**src/rtl/rtc_core.sv**
```systemverilog
module rtc_core #(
  parameter int CNT_W     = 22,
  parameter int HALF_MAIN = 2000000,
  parameter int HALF_SUB  = 16384,
  parameter int HALF_RCS  = 50000,
  parameter int HALF_RCF  = 1000000
) (
  input  logic       clk,
  input  logic       rst_n,
  input  logic       src_tick,
  input  logic [1:0] src_sel,
  input  logic       wr_en,
  input  logic [2:0] addr,
  input  logic [7:0] wr_data,
  output logic [7:0] rd_data,
  output logic       irq
);
  localparam int NFLAG = 5;

  logic [CNT_W-1:0] cnt_q, nom, len;
  logic             phase_q;
  logic [5:0]       sec_q, min_q;
  logic [4:0]       hr_q;
  logic [7:0]       trim_q;
  logic [NFLAG-1:0] en_q, flag_q, ev, clr;
  logic             time_wr, at_end, half_ev, sec_ev, min_ev, hr_ev, day_ev;

  always_comb begin
    case (src_sel)
      2'd0:    nom = CNT_W'(HALF_MAIN);
      2'd1:    nom = CNT_W'(HALF_SUB);
      2'd2:    nom = CNT_W'(HALF_RCS);
      default: nom = CNT_W'(HALF_RCF);
    endcase
  end

  assign len     = phase_q ? nom + {{(CNT_W-8){trim_q[7]}}, trim_q} : nom;
  assign time_wr = wr_en && (addr <= 3'd2);
  assign at_end  = src_tick && (cnt_q == len - 1'b1);
  assign half_ev = at_end && !time_wr;
  assign sec_ev  = half_ev && phase_q;
  assign min_ev  = sec_ev && (sec_q == 6'd59);
  assign hr_ev   = min_ev && (min_q == 6'd59);
  assign day_ev  = hr_ev && (hr_q == 5'd23);
  assign ev      = {day_ev, hr_ev, min_ev, sec_ev, half_ev};
  assign clr     = (wr_en && addr == 3'd5) ? wr_data[NFLAG-1:0] : '0;
  assign irq     = |(flag_q & en_q);

  always_ff @(posedge clk or negedge rst_n) begin
    if (!rst_n) begin
      cnt_q   <= '0;
      phase_q <= 1'b0;
    end else if (time_wr) begin
      cnt_q   <= '0;
      phase_q <= 1'b0;
    end else if (at_end) begin
      cnt_q   <= '0;
      phase_q <= ~phase_q;
    end else if (src_tick) begin
      cnt_q   <= cnt_q + 1'b1;
    end
  end

  always_ff @(posedge clk or negedge rst_n) begin
    if (!rst_n) begin
      sec_q  <= '0;
      min_q  <= '0;
      hr_q   <= '0;
      trim_q <= '0;
      en_q   <= '0;
      flag_q <= '0;
    end else begin
      if (wr_en && addr == 3'd0) begin
        if (wr_data < 8'd60) sec_q <= wr_data[5:0];
      end else if (sec_ev) begin
        sec_q <= min_ev ? 6'd0 : sec_q + 1'b1;
      end
      if (wr_en && addr == 3'd1) begin
        if (wr_data < 8'd60) min_q <= wr_data[5:0];
      end else if (min_ev) begin
        min_q <= hr_ev ? 6'd0 : min_q + 1'b1;
      end
      if (wr_en && addr == 3'd2) begin
        if (wr_data < 8'd24) hr_q <= wr_data[4:0];
      end else if (hr_ev) begin
        hr_q <= day_ev ? 5'd0 : hr_q + 1'b1;
      end
      if (wr_en && addr == 3'd3) trim_q <= wr_data;
      if (wr_en && addr == 3'd4) en_q <= wr_data[NFLAG-1:0];
      flag_q <= (flag_q & ~clr) | ev;
    end
  end

  always_comb begin
    case (addr)
      3'd0:    rd_data = {2'b0, sec_q};
      3'd1:    rd_data = {2'b0, min_q};
      3'd2:    rd_data = {3'b0, hr_q};
      3'd3:    rd_data = trim_q;
      3'd4:    rd_data = {3'b0, en_q};
      3'd5:    rd_data = {3'b0, flag_q};
      default: rd_data = 8'd0;
    endcase
  end


  sec_range_chk: assert property (@(posedge clk) disable iff (!rst_n)
    sec_q <= 6'd59 && min_q <= 6'd59);


  hr_range_chk: assert property (@(posedge clk) disable iff (!rst_n)
    hr_q <= 5'd23);


  day_wrap_chk: assert property (@(posedge clk) disable iff (!rst_n)
    day_ev |=> (hr_q == 5'd0 && min_q == 6'd0 && sec_q == 6'd0 && flag_q[4]));


  bad_sec_wr_chk: assert property (@(posedge clk) disable iff (!rst_n)
    (wr_en && addr == 3'd0 && wr_data >= 8'd60) |=> $stable(sec_q));


  flag_clear_chk: assert property (@(posedge clk) disable iff (!rst_n)
    (wr_en && addr == 3'd5 && wr_data[1] && !sec_ev) |=> !flag_q[1]);


  restart_chk: assert property (@(posedge clk) disable iff (!rst_n)
    time_wr |=> !phase_q && $stable(sec_q) || $past(addr) == 3'd0);
endmodule

```
**config.mk**
```make
export PLATFORM = sky130hd
export DESIGN_NAME = rtc_core
export DESIGN_NICKNAME = d
export VERILOG_FILES = /design/src/rtl/rtc_core.sv
export SDC_FILE = /design/constraint.sdc
export NUM_CORES = 1
export LEC_CHECK = 0
export ABC_AREA = 1
export CAP_MARGIN = 20
export CORE_ASPECT_RATIO = 1.75
export CORE_MARGIN = 2
export CORE_UTILIZATION = 59
export DETAILED_ROUTE_END_ITERATION = 16
export DONT_BUFFER_PORTS = 1
export PLACE_DENSITY = 0.74
export SKIP_CTS_REPAIR_TIMING = 1
export SYNTH_ARGS = -nofsm -noshare
export SYNTH_HDL_FRONTEND = slang
export SYNTH_SLANG_ARGS = --single-unit
```
**constraint.sdc**
```tcl
create_clock -name clk -period 3.4 [get_ports clk]
set_input_delay 1.02 -clock clk [delete_from_list [all_inputs] [get_ports clk]]
set_output_delay 1.02 -clock clk [all_outputs]
set_load 0.01 [all_outputs]
```
==> results.json, run 1 <==
{
  "irDropWorstVdd_mv": 0.445,
  "max_freq_ghz": 0.251,
  "viasPerCell": 5.84,
  "critPathCaptureType": "register",
  "maxSlewViolCount": 0,
  "final_cell_mix": "260 x nand2_1, 113 x inv_1, 87 x buf_4",
  "fin_area_mm2": 0.00721,
  "rsz0062_at_grt": "true",
  "clock_sinks": 58,
  "violations": "negative setup slack",
  "ant_nets": 0,
  "tns_ps": -15340,
  "syn_nets": 931,
  "grt_max_degree": 59,
  "insertion_delay_ps": 340,
  "synth-simple-area-share": 0.456,
  "p_leak_nw": 3.58,
  "fin_nets": 1026,
  "io_buffers": 0,
  "synthMuxAreaShare": 0,
  "pin_count": 26,
  "grt_overflow": 0,
  "cp_max_fo": 4,
  "grt_pass1_vias": 6630,
  "synthCells": 891,
  "crit_path_start_kind": "primary input",
  "synth-compound-area-share": 0.0978,
  "final_cell_count_no_fill": 1111,
  "dpl-instance-area_mm2": 0.00643,
  "synth_xor_area_frac": 0.0363,
  "r2r_start": "trim_q[7]",
  "synth_warnings": 0,
  "finalHoldViolCount": 0,
  "antennaDiodeCount": 0,
  "start_util": 0.610,
  "crit_required_ps": 3630,
  "setup_viol": 45,
  "antenna_found_initial": 0,
  "rows": 46,
  "h-tree-depth": 3,
  "outcome": "finished with violations",
  "r2r_end": "hr_q[4]",
  "vias": 6485,
  "hpwl_mm": 14.5,
  "max-slew-margin-rel": 0.421,
  "cts_buffer_depth": 2,
  "cts_tree": "built",
  "wl_met3_um": 745,
  "area_growth_syn_to_layout_pct": 29.9,
  "grt.total_usage": 0.374,
  "drt_pass1_iterations": 7,
  "clkTransAtPathRegs_ps": 50,
  "syn_area_mm2": 0.00555,
  "worst-setup-path-type": "primary input to register",
  "first_iter_violations": 426,
  "ys_seq_elements": 58,
  "worstHoldPathType": "primary input to async pin",
  "met1Wirelength_mm": 6.20,
  "cap_violations": 0,
  "fin_skew_ps": 7.10,
  "cp_data_arrival_time_ps": 4220,
  "wl_met2_mm": 10.3,
  "grt_pass1_wl_mm": 30.3,
  "drive_above_1_share": 0.253,
  "powerDensity_mw_per_mm2": 399,
  "fin_crit_sh": 1.17,
  "synth_top_family_by_area": "simple AND/OR/NAND/NOR gates",
  "routedWlPerCell_um": 17.0,
  "yosysSeqAreaShare": 0.261,
  "synthDistinctLibCells": 41,
  "highest_layer": "met4",
  "die-area_mm2": 0.0102,
  "dp.cells": 1086,
  "die_w_um": 77.3,
  "worstMarginPinSlew_ps": 861,
  "reg2reg_setup_slack_ps": -220,
  "core_mm2": 0.00909,
  "final_common_cell": "nand2_1",
  "drcViolationCount": 0,
  "min_period_ps": 3990,
  "synth_area_per_cell_um2": 6.23,
  "clock-root-buffer": "clkbuf_16",
  "dieHeight_um": 132,
  "drt-total-wl_mm": 18.9,
  "worst_slack_ps": -589,
  "reg2reg_depth": 22,
  "synthAdderAreaFrac": 0.0518,
  "cts_buffers": 9,
  "finalWeightedCongestion": 1.00
}
-- sequential cells by signal, indices dropped and copies added, names as in the netlist --
signal	cells
min_q	6
trim_q	8
flag_q	5
hr_q	5
phase_q	1
sec_q	6
en_q	5
cnt_q	22
-- area by class of cell --
cell class / instances / area, um2
Tap cell: 120 / 150
Multi-Input combinational cell: 698 / 4080
Clock buffer: 10 / 239
Inverter: 129 / 495
Sequential cell: 58 / 1450
Clock inverter: 6 / 88.8
Fill cell: 689 / 1880
Timing Repair Buffer: 90 / 704
-- metal layers --
| metal | GRT usage | vias up |
|---|---|---|
| li1 | - | 3078 |
| met1 | 0.346 | 3020 |
| met2 | 0.712 | 274 |
| met3 | 0.0473 | 113 |
| met4 | 0.295 | 0 |
| met5 | 0 | - |
-- worst max-delay path: stages --
cell	delay (ps)
clkinvlp_4	140
ha_4	230
ha_4	170
ha_4	160
nor2_2	180
buf_4	150
o21ai_2	70
nor2_2	170
nand3_4	120
nor2_4	200
nand2_4	90
nand2_2	70
nand2_2	60
nor2_2	100
nand2_1	60
nor2_2	120
nand2_1	60
nor2_1	130
nand4_1	190
nor2_2	230
nand4_1	190
nand2_1	150
nand2_1	50
nand2_1	60
nand2_1	50
-- logic make-up (layout without fill, tap and decap cells) --
group / after synthesis / in the layout
adders and majority gates: 23 / 23
and+or+nand+nor: 558 / 559
xor gates and xnor gates: 23 / 23
buffers and inverters: 136 / 235
DFF: 58 / 58
AOI/OAI and AO/OA: 93 / 93
-- where the power goes --
group,switching (mW),total (mW),internal [mW]
Sequential,0.0887,0.845,0.756
Combinational,0.594,1.02,0.426
Clock,0.348,1.01,0.662
Total,1.03,2.88,1.84
-- synthesized netlist by cell type --
cell      instances  area share
a22oi_1           5      0.0068
nand2_2          10       0.011
dfrtp_1          58        0.26
inv_1           117       0.079
xor2_1           20       0.032
nand3_1          91       0.082
o21ai_0          40       0.036
nand2_4           3      0.0061
o22ai_1           2      0.0023
nor2_1           86       0.058
nand4_2           2      0.0045
o21bai_1          1      0.0014
o21a_1            1      0.0014
nor2_4            5       0.010
nand3b_1          2      0.0027
o21ai_4           1      0.0029
or2_2             2      0.0023
a31oi_1           1      0.0011
clkbuf_1          1     0.00068
inv_2            12      0.0081
o211ai_1          5      0.0068
ha_1             23       0.052
o21ai_2           2      0.0032
xnor2_1           3      0.0047
buf_2             3      0.0027
a211oi_1          1      0.0014
o21ai_1           7      0.0063
nor2_2            5      0.0056
a21oi_1          21       0.019
buf_4             1      0.0014
nor3_1           19       0.017
nand3_2           6       0.011
nor3b_1           5      0.0068
nor4_1            4      0.0045
nand4_1          20       0.023
a22o_1            2      0.0032
nand2_1         294        0.20
a221oi_1          4      0.0063
nor2_8            1      0.0036
nand3_4           3      0.0095
buf_6             2      0.0041
-- worst max path at each step --
stage               startpoint  endpoint  slack, ps  cells after the start
finish              src_sel[0]   hr_q[4]       -590                     25
global route        src_sel[0]   hr_q[4]       -960                     22
CTS                 src_sel[0]  min_q[0]       -730                     26
detailed placement  src_sel[0]   hr_q[1]      -1070                     26
global placement    src_sel[0]   hr_q[1]      -1000                     26
floorplan           src_sel[0]  min_q[0]       -490                     29
-- metrics by stage --
step                      hold WS (ps)   util  setup WS (ps)  total power, mW
after floorplan                    463      -           -490             1.40
after global placement             496  0.707          -1000             1.70
after detailed placement           500  0.707          -1070             1.73
after CTS                          376  0.743           -726             2.74
after global routing               377  0.793           -957             3.01
final                              383  0.793           -589             2.88
Power figures use the tool's default switching activity.
==> inputs of run 2 (changes only) <==
- CORE_MARGIN: 2 -> 4
==> results.json, run 2 (synthesis gave the netlist of run 1 again) <==
{
  "critPathCaptureType": "register",
  "viasPerCell": 5.86,
  "n_fill_cell": 684,
  "routedWlPerCell_um": 17.2,
  "rows": 46,
  "dieHeight_um": 136,
  "ant_nets": 0,
  "core_mm2": 0.00915,
  "finalHoldViolCount": 0,
  "cap_violations": 0,
  "violations": "negative setup slack",
  "finalWeightedCongestion": 1.04,
  "fin_area_mm2": 0.00738,
  "slowest_stage": "ha_4",
  "crit_path_start_kind": "primary input",
  "die-area_mm2": 0.0111,
  "cts_buffers": 9,
  "min_period_ps": 4090,
  "drt-total-wl_mm": 19.4,
  "setup_viol": 45,
  "drive_above_1_share": 0.278,
  "area_growth_syn_to_layout_pct": 32.9,
  "grt_pass1_vias": 6423,
  "worstHoldPathType": "primary input to async pin",
  "grt_max_degree": 59,
  "dpl-instance-area_mm2": 0.00651,
  "antenna_found_initial": 0,
  "clkTransAtPathRegs_ps": 60,
  "worstMarginPinSlew_ps": 899,
  "tns_ps": -17570,
  "cp_max_fo": 6,
  "fin_nets": 1039,
  "antennaDiodeCount": 0,
  "fin_crit_sh": 1.20,
  "worst-setup-path-type": "primary input to register",
  "drcViolationCount": 0,
  "first_iter_violations": 384,
  "whs_ps": 379,
  "insertion_delay_ps": 340,
  "hpwl_mm": 14.5,
  "reg.largest.list": "cnt_q x22, trim_q x8",
  "clock-root-buffer": "clkbuf_16",
  "final_cell_mix": "252 x nand2_1, 114 x inv_1, 98 x buf_4",
  "fin_skew_ps": 9.18,
  "die_w_um": 81.3,
  "maxSlewViolCount": 0,
  "grt.total_usage": 0.348,
  "cts_buffer_depth": 2,
  "cpPeakStageDelay_ps": 260,
  "worst_slack_ps": -688,
  "irDropWorstVdd_mv": 0.350,
  "io_buffers": 0,
  "clock_sinks": 58,
  "cp_data_arrival_time_ps": 4280,
  "largest_register_ffs": 22,
  "grt_overflow": 0,
  "p_leak_nw": 3.67,
  "rsz0062_at_grt": "true",
  "cts_tree": "built",
  "vias": 6584,
  "max_freq_ghz": 0.245,
  "largest-register": "cnt_q",
  "final_common_cell": "nand2_1",
  "power.total_mw": 2.82,
  "h-tree-depth": 3,
  "crit_required_ps": 3590,
  "drt_pass1_iterations": 8,
  "pin_count": 26,
  "powerDensity_mw_per_mm2": 382,
  "start_util": 0.607,
  "crit_top_cell": "nand2_1",
  "max-slew-margin-rel": 0.395,
  "outcome": "finished with violations",
  "grt_pass1_wl_mm": 29.4
}
## run 2: stage by stage
stage                     setup slack, ps  instances  utilization
after floorplan                      -490        891            -
after global placement               -953       1096        0.711
after detailed placement            -1040       1096        0.711
after CTS                            -697       1112        0.745
after global routing                 -917       1124        0.806
final                                -688       1124        0.806
## run 2: final cells by class
| cell class | instances | area (um2) | area share |
|---|---|---|---|
| Multi-Input combinational cell | 698 | 4170 | 0.565 |
| Sequential cell | 58 | 1450 | 0.197 |
| Timing Repair Buffer | 103 | 801 | 0.109 |
| Inverter | 129 | 498 | 0.0675 |
| Clock buffer | 12 | 256 | 0.0348 |
| Tap cell | 120 | 150 | 0.0204 |
| Clock inverter | 4 | 50.0 | 0.00678 |
## run 2: path summary, 6_finish.rpt
path | depth (start not counted) | from | slack (ps) | endpoint
max | 30 | src_sel[0] | -690 | sec_q[2]
min | 0 | rst_n | 380 | phase_q
max reg2reg | 24 | trim_q[7] | -210 | sec_q[2]
min reg2reg | 2 | en_q[4] | 520 | en_q[4]
max in group asynchronous | 0 | rst_n | 2900 | cnt_q[12]
min in group clk | 2 | en_q[4] | 520 | en_q[4]
## run 2: per-layer routing
metal | GRT usage | up-vias | wire length, um
met3 | 0.0584 | 118 | 922
met1 | 0.327 | 3032 | 6360
met4 | 0.241 | 0 | 1590
met2 | 0.654 | 321 | 10500
met5 | 0 | - | 0
li1 | - | 3113 | -
## run 2: power breakdown
group / leakage, nW / total, mW / switching [mW] / internal [mW]
Clock: 0.145 / 0.935 / 0.330 / 0.606
Combinational: 2.76 / 1.04 / 0.598 / 0.441
Sequential: 0.766 / 0.844 / 0.0877 / 0.757
## run 2: worst max-delay path, delay by kind of cell
kind / cells / cell delay (ps)
buffers and inverters: 6 / 730
adders and majority gates: 2 / 410
and+or+nand+nor: 21 / 1980
AOI/OAI and AO/OA: 1 / 120
